File: src/rtl/xcvr_pkg.sv
package xcvr_pkg;
   typedef enum logic [1:0] {
      MODE_HOLD = 2'd0,
      MODE_PASS = 2'd1,
      MODE_CAPT = 2'd2
   } store_mode_e;

   localparam int unsigned NUM_PATHS = 2;
endpackage

File: src/rtl/strobe_edge.sv
module strobe_edge (
   input  logic clk,
   input  logic rst,
   input  logic strobe,
   output logic rise
);
   logic prev_q;

   // Reload with the live strobe during reset so that a level already high
   // at release does not look like an edge.
   always_ff @(posedge clk) begin
      prev_q <= strobe;
   end

   assign rise = strobe & ~prev_q & ~rst;
endmodule

File: src/rtl/lane_store.sv
module lane_store #(
   parameter int unsigned W = 18
) (
   input  logic         clk,
   input  logic         rst,
   input  logic [W-1:0] din,
   input  logic         le,
   input  logic         stb,
   input  logic         stb_en_n,
   output logic [W-1:0] q
);
   import xcvr_pkg::*;

   logic        rise;
   store_mode_e mode;
   logic [W-1:0] store_q;

   strobe_edge u_edge (
      .clk   (clk),
      .rst   (rst),
      .strobe(stb),
      .rise  (rise)
   );

   always_comb begin
      if (le)                   mode = MODE_PASS;
      else if (rise && !stb_en_n) mode = MODE_CAPT;
      else                      mode = MODE_HOLD;
   end

   always_ff @(posedge clk) begin
      if (rst) begin
         store_q <= '0;
      end else begin
         unique case (mode)
            MODE_PASS, MODE_CAPT: store_q <= din;
            default:              store_q <= store_q;
         endcase
      end
   end

   assign q = store_q;

   p_pass_r1: assert property (@(posedge clk) disable iff (rst)
      le |=> q == $past(din));
   p_capt_r3: assert property (@(posedge clk) disable iff (rst)
      (!le && !stb_en_n && stb && !$past(stb)) |=> q == $past(din));
   p_ceign_r4: assert property (@(posedge clk) disable iff (rst)
      (!le && stb_en_n) |=> q == $past(q));
   p_steady_r5: assert property (@(posedge clk) disable iff (rst)
      (!le && $stable(stb)) |=> q == $past(q));
   p_rst_r8: assert property (@(posedge clk)
      rst |=> q == '0);
endmodule

File: src/rtl/bus_xcvr.sv
module bus_xcvr #(
   parameter int unsigned W         = 18,
   parameter bit          PARK_ZERO = 1'b0
) (
   input  logic         clk,
   input  logic         rst,
   input  logic [W-1:0] a_in,
   input  logic [W-1:0] b_in,
   input  logic         ab_oe_n,
   input  logic         ab_le,
   input  logic         ab_stb,
   input  logic         ab_stb_en_n,
   input  logic         ba_oe_n,
   input  logic         ba_le,
   input  logic         ba_stb,
   input  logic         ba_stb_en_n,
   output logic [W-1:0] b_out,
   output logic         b_drv,
   output logic [W-1:0] a_out,
   output logic         a_drv,
   output logic         conflict
);
   import xcvr_pkg::*;

   localparam int unsigned NP = NUM_PATHS;

   if (W < 1) begin : g_bad_width
      $error("bus_xcvr: W must be at least 1");
   end

   // index 0: A-to-B, index 1: B-to-A
   logic [W-1:0] src   [NP];
   logic [W-1:0] held  [NP];
   logic [W-1:0] shown [NP];
   logic [NP-1:0] le_v, stb_v, en_n_v, oe_n_v, drv_v;

   assign src[0] = a_in;
   assign src[1] = b_in;
   assign le_v   = {ba_le, ab_le};
   assign stb_v  = {ba_stb, ab_stb};
   assign en_n_v = {ba_stb_en_n, ab_stb_en_n};
   assign oe_n_v = {ba_oe_n, ab_oe_n};

   for (genvar g = 0; g < NP; g++) begin : g_path
      lane_store #(.W(W)) u_lane (
         .clk     (clk),
         .rst     (rst),
         .din     (src[g]),
         .le      (le_v[g]),
         .stb     (stb_v[g]),
         .stb_en_n(en_n_v[g]),
         .q       (held[g])
      );

      assign drv_v[g] = ~oe_n_v[g];

      if (PARK_ZERO) begin : g_park
         assign shown[g] = drv_v[g] ? held[g] : '0;
      end else begin : g_show
         assign shown[g] = held[g];
      end
   end

   assign b_out    = shown[0];
   assign b_drv    = drv_v[0];
   assign a_out    = shown[1];
   assign a_drv    = drv_v[1];
   assign conflict = &drv_v;

   p_oe_r2: assert property (@(posedge clk) disable iff (rst)
      (ab_oe_n |-> !b_drv) and (ba_oe_n |-> !a_drv));
   p_conf_r7: assert property (@(posedge clk) disable iff (rst)
      conflict |-> (!ab_oe_n && !ba_oe_n));
   p_indep_r9: assert property (@(posedge clk) disable iff (rst)
      (!ab_le && ab_stb_en_n) |=> $stable(b_out));
endmodule

File: config.mk
export PLATFORM = sky130hd
export DESIGN_NAME = bus_xcvr
export DESIGN_NICKNAME = d
export VERILOG_FILES = /design/src/rtl/xcvr_pkg.sv /design/src/rtl/strobe_edge.sv /design/src/rtl/lane_store.sv /design/src/rtl/bus_xcvr.sv
export SDC_FILE = /design/constraint.sdc
export NUM_CORES = 1
export LEC_CHECK = 0
export ABC_AREA = 1
export BUFFER_PORTS_ARGS = -buffer_cell sky130_fd_sc_hd__buf_2
export CAP_MARGIN = 15
export CORE_AREA = 10 10 86 70
export DETAILED_ROUTE_END_ITERATION = 10
export DIE_AREA = 0 0 96 80
export GPL_TIMING_DRIVEN = 0
export PLACE_DENSITY = 0.81
export SYNTH_ARGS = -nofsm -noshare
export SYNTH_HDL_FRONTEND = slang
export SYNTH_SLANG_ARGS = --single-unit
File: constraint.sdc
create_clock -name clk -period 1.06 [get_ports clk]
set_clock_uncertainty 0.05 [all_clocks]
set_input_delay 0.053 -clock clk [delete_from_list [all_inputs] [get_ports clk]]
set_output_delay 0.053 -clock clk [all_outputs]
set_load 0.005 [all_outputs]
==> flow_summary.ini <==
[detailed_routing]
dr_wl_met2_um = 3260
ant_nets = 0
routed_wl_um = 6340
vias_per_cell = 4.64
routedLengthMet1_um = 2490
routed-wl-met3_um = 560
vias = 2047
route.detailed.drc = 0
drt_iter0_drc = 58
dr.pass1.iters = 4
routedWlPerCell_um = 14.4
routed.top_layer = met4

[global_routing]
first_global_vias = 2047
overflow = 0
grt_max_degree = 12
grt_first_pass_wirelength_um = 9580
grt_util_all_layers_pct = 15.3
antenna_found_initial = 0

[power]
leakagePower_nw = 1.52
power.total_mw = 3.40
ir_drop_mv = 0.902
powerDensity_nw_per_um2 = 1150

[status]
violations = setup timing
outcome = finished with violations

[worst_setup_path]
worstSetupEndpointType = flop
start_kind = flop
path_delay_family = flip-flops
critPathBufInv = 1
slowest_stage = dfxtp_2
crit_arrival_ns = 1.23
slowest_delay_ns = 0.33
crit_fanout = 7
worst_ep_required_time_ns = 1.19
crit_chain = nor2_4, nand2_4, clkbuf_16, a21oi_2, nor2_1
critical_path_class = flop to flop

[clocking]
cts_buffers = 5
clkLatencyLatePin_ns = 0.28
clock_tree.root_cell = clkbuf_8
cts_sinks = 38
cts-htree-levels = 2
path_clk_slew_ns = 0.07
cts_tree = built
cts_buffer_depth = 2

[sta]
rsz0062_at_grt = true
period_minus_slack_ns = 1.10
fmax_mhz = 912
relSlewSlack_pct = 50.0
slew_viol_final = 0
tns_ns = -0.229
hold_viol = 0
worstMarginPinSlew_ns = 0.750
fin_ws_ns = -0.0363
finalCritPeriodShare_pct = 103
setup_viol = 18

[synth]
synthTopCellsByArea = dfxtp_1, a21oi_1, nand3_1
yosys_warnings = 0
synth-seq-cells = 38
syn_area_um2 = 1720
postSynthCellCount = 247
yosysTopAreaCell = dfxtp_1
syn_nets = 293
synth_cell_type_count = 16
synth.avg_cell_area_um2 = 6.96
ys_seq_area_share_pct = 44.3
yosysTopAreaCellShare_pct = 44.3

[worst_hold_path]
hp-class = primary input to flop

[finish]
multi_input_area_um2 = 840
area_growth_pct = 72.5
nets = 429
layout-drive-gt1-share_pct = 41.4
fillerInstances = 346
final_cells = 441
final_area_um2 = 2960
antennaDiodeCount = 0
seq_area_um2 = 762

[place]
dp_slack_ns = -0.0800
place.gp.congestion = 0.805
numPortBuffers = 84
placed_cells = 388
dp_hpwl_um = 3790
placed_area_um2 = 2210

[job]
cap_violations = 0

[floorplanning]
fp.dieW_um = 96
rows = 21
dieArea_um2 = 7680
num_io_pins = 85
start_util_pct = 39.9
die_y_um = 80
core_area_um2 = 4310
area by class of cell:
| cell class | instances | area share [%] |
|---|---|---|
| timing repair buffer | 129 | 30.7 |
| multi-input combinational | 151 | 28.3 |
| sequential | 38 | 25.7 |
| inverter | 43 | 5.45 |
| buffer | 15 | 4.27 |
| clock buffer | 7 | 2.91 |
| tap | 57 | 2.41 |
| clock inverter | 1 | 0.169 |
report_power, final:
group          switching (mW)  internal [mW]  leakage [nW]
clock network           0.493          0.525        0.0482
logic                   0.384          0.405          1.16
registers              0.0531           1.54         0.317
what timing repair did:
item / CTS / global route
hold endpoints to repair: 38 / 0
hold buffers: 38 / 0
resized for setup: 12 / 36
setup endpoints to repair: 23 / 33
gates cloned: 2 / 3
pin swaps: 2 / 11
setup buffers: 2 / 0
cells by family after synthesis:
kind of cell | after synthesis | synth area share (%)
DFF | 38 | 44.3
and+or+nand+nor | 115 | 29.4
AOI/OAI and AO/OA | 36 | 10.5
buffers and inverters | 58 | 15.9
routing by layer:
layer / GRT usage (%) / vias to the layer above
li1: - / 1033
met1: 17.3 / 942
met2: 26.0 / 68
met3: 6.58 / 4
met4: 3.09 / 0
met5: 0 / -
metrics by stage:
step,hold WS (ns),utilization [%]
detailed placement,0.124,51.3
CTS,0.0981,63.8
finish,0.106,68.8
global route,0.128,68.8
global placement,0.120,51.3
floorplan,0.0307,-
flip-flops by register name, indices dropped and copies added, names as in the netlist:
| signal | cells |
|---|---|
| g_path.u_lane.u_edge.prev_q | 2 |
| g_path.u_lane.q | 36 |
layout by cell type (no fill, tap or decap), types with 5 or more instances in the layout:
master	Yosys	final
nor2_1	36	34
buf_6	5	5
clkbuf_8	0	6
nand3_1	35	30
nor2_2	5	6
a21oi_1	36	8
buf_2	5	90
inv_1	40	40
nand3_2	1	6
a21oi_2	0	27
dlygate4sd3_1	0	38
dfxtp_1	38	37
nand2_1	36	33
tightest hold or removal path: stages:
cell and delay [ns]:
buf_2 0.08, inv_2 0.07, nand3_1 0.08, nand2_1 0.04, nor2_1 0.07
cell usage after synthesis, drive strengths merged:
cell and number:
nand3 36, clkinv 2, clkbuf 2, nand2 38
inv 41, buf 13, a21oi 36, nor2 41
dfxtp 38
path summary, 6_finish.rpt:
check                                      start                     end  slack, ns  depth (start not counted)
setup / recovery  g_path[1].u_lane.u_edge.prev_q   g_path[1].u_lane.q[3]      -0.04                          5
hold / removal                             ab_le  g_path[0].u_lane.q[17]       0.11                          5
setup reg to reg  g_path[1].u_lane.u_edge.prev_q   g_path[1].u_lane.q[3]      -0.04                          5
hold reg to reg           g_path[1].u_lane.q[17]  g_path[1].u_lane.q[17]       0.49                          4
Power figures use the tool's default switching activity.
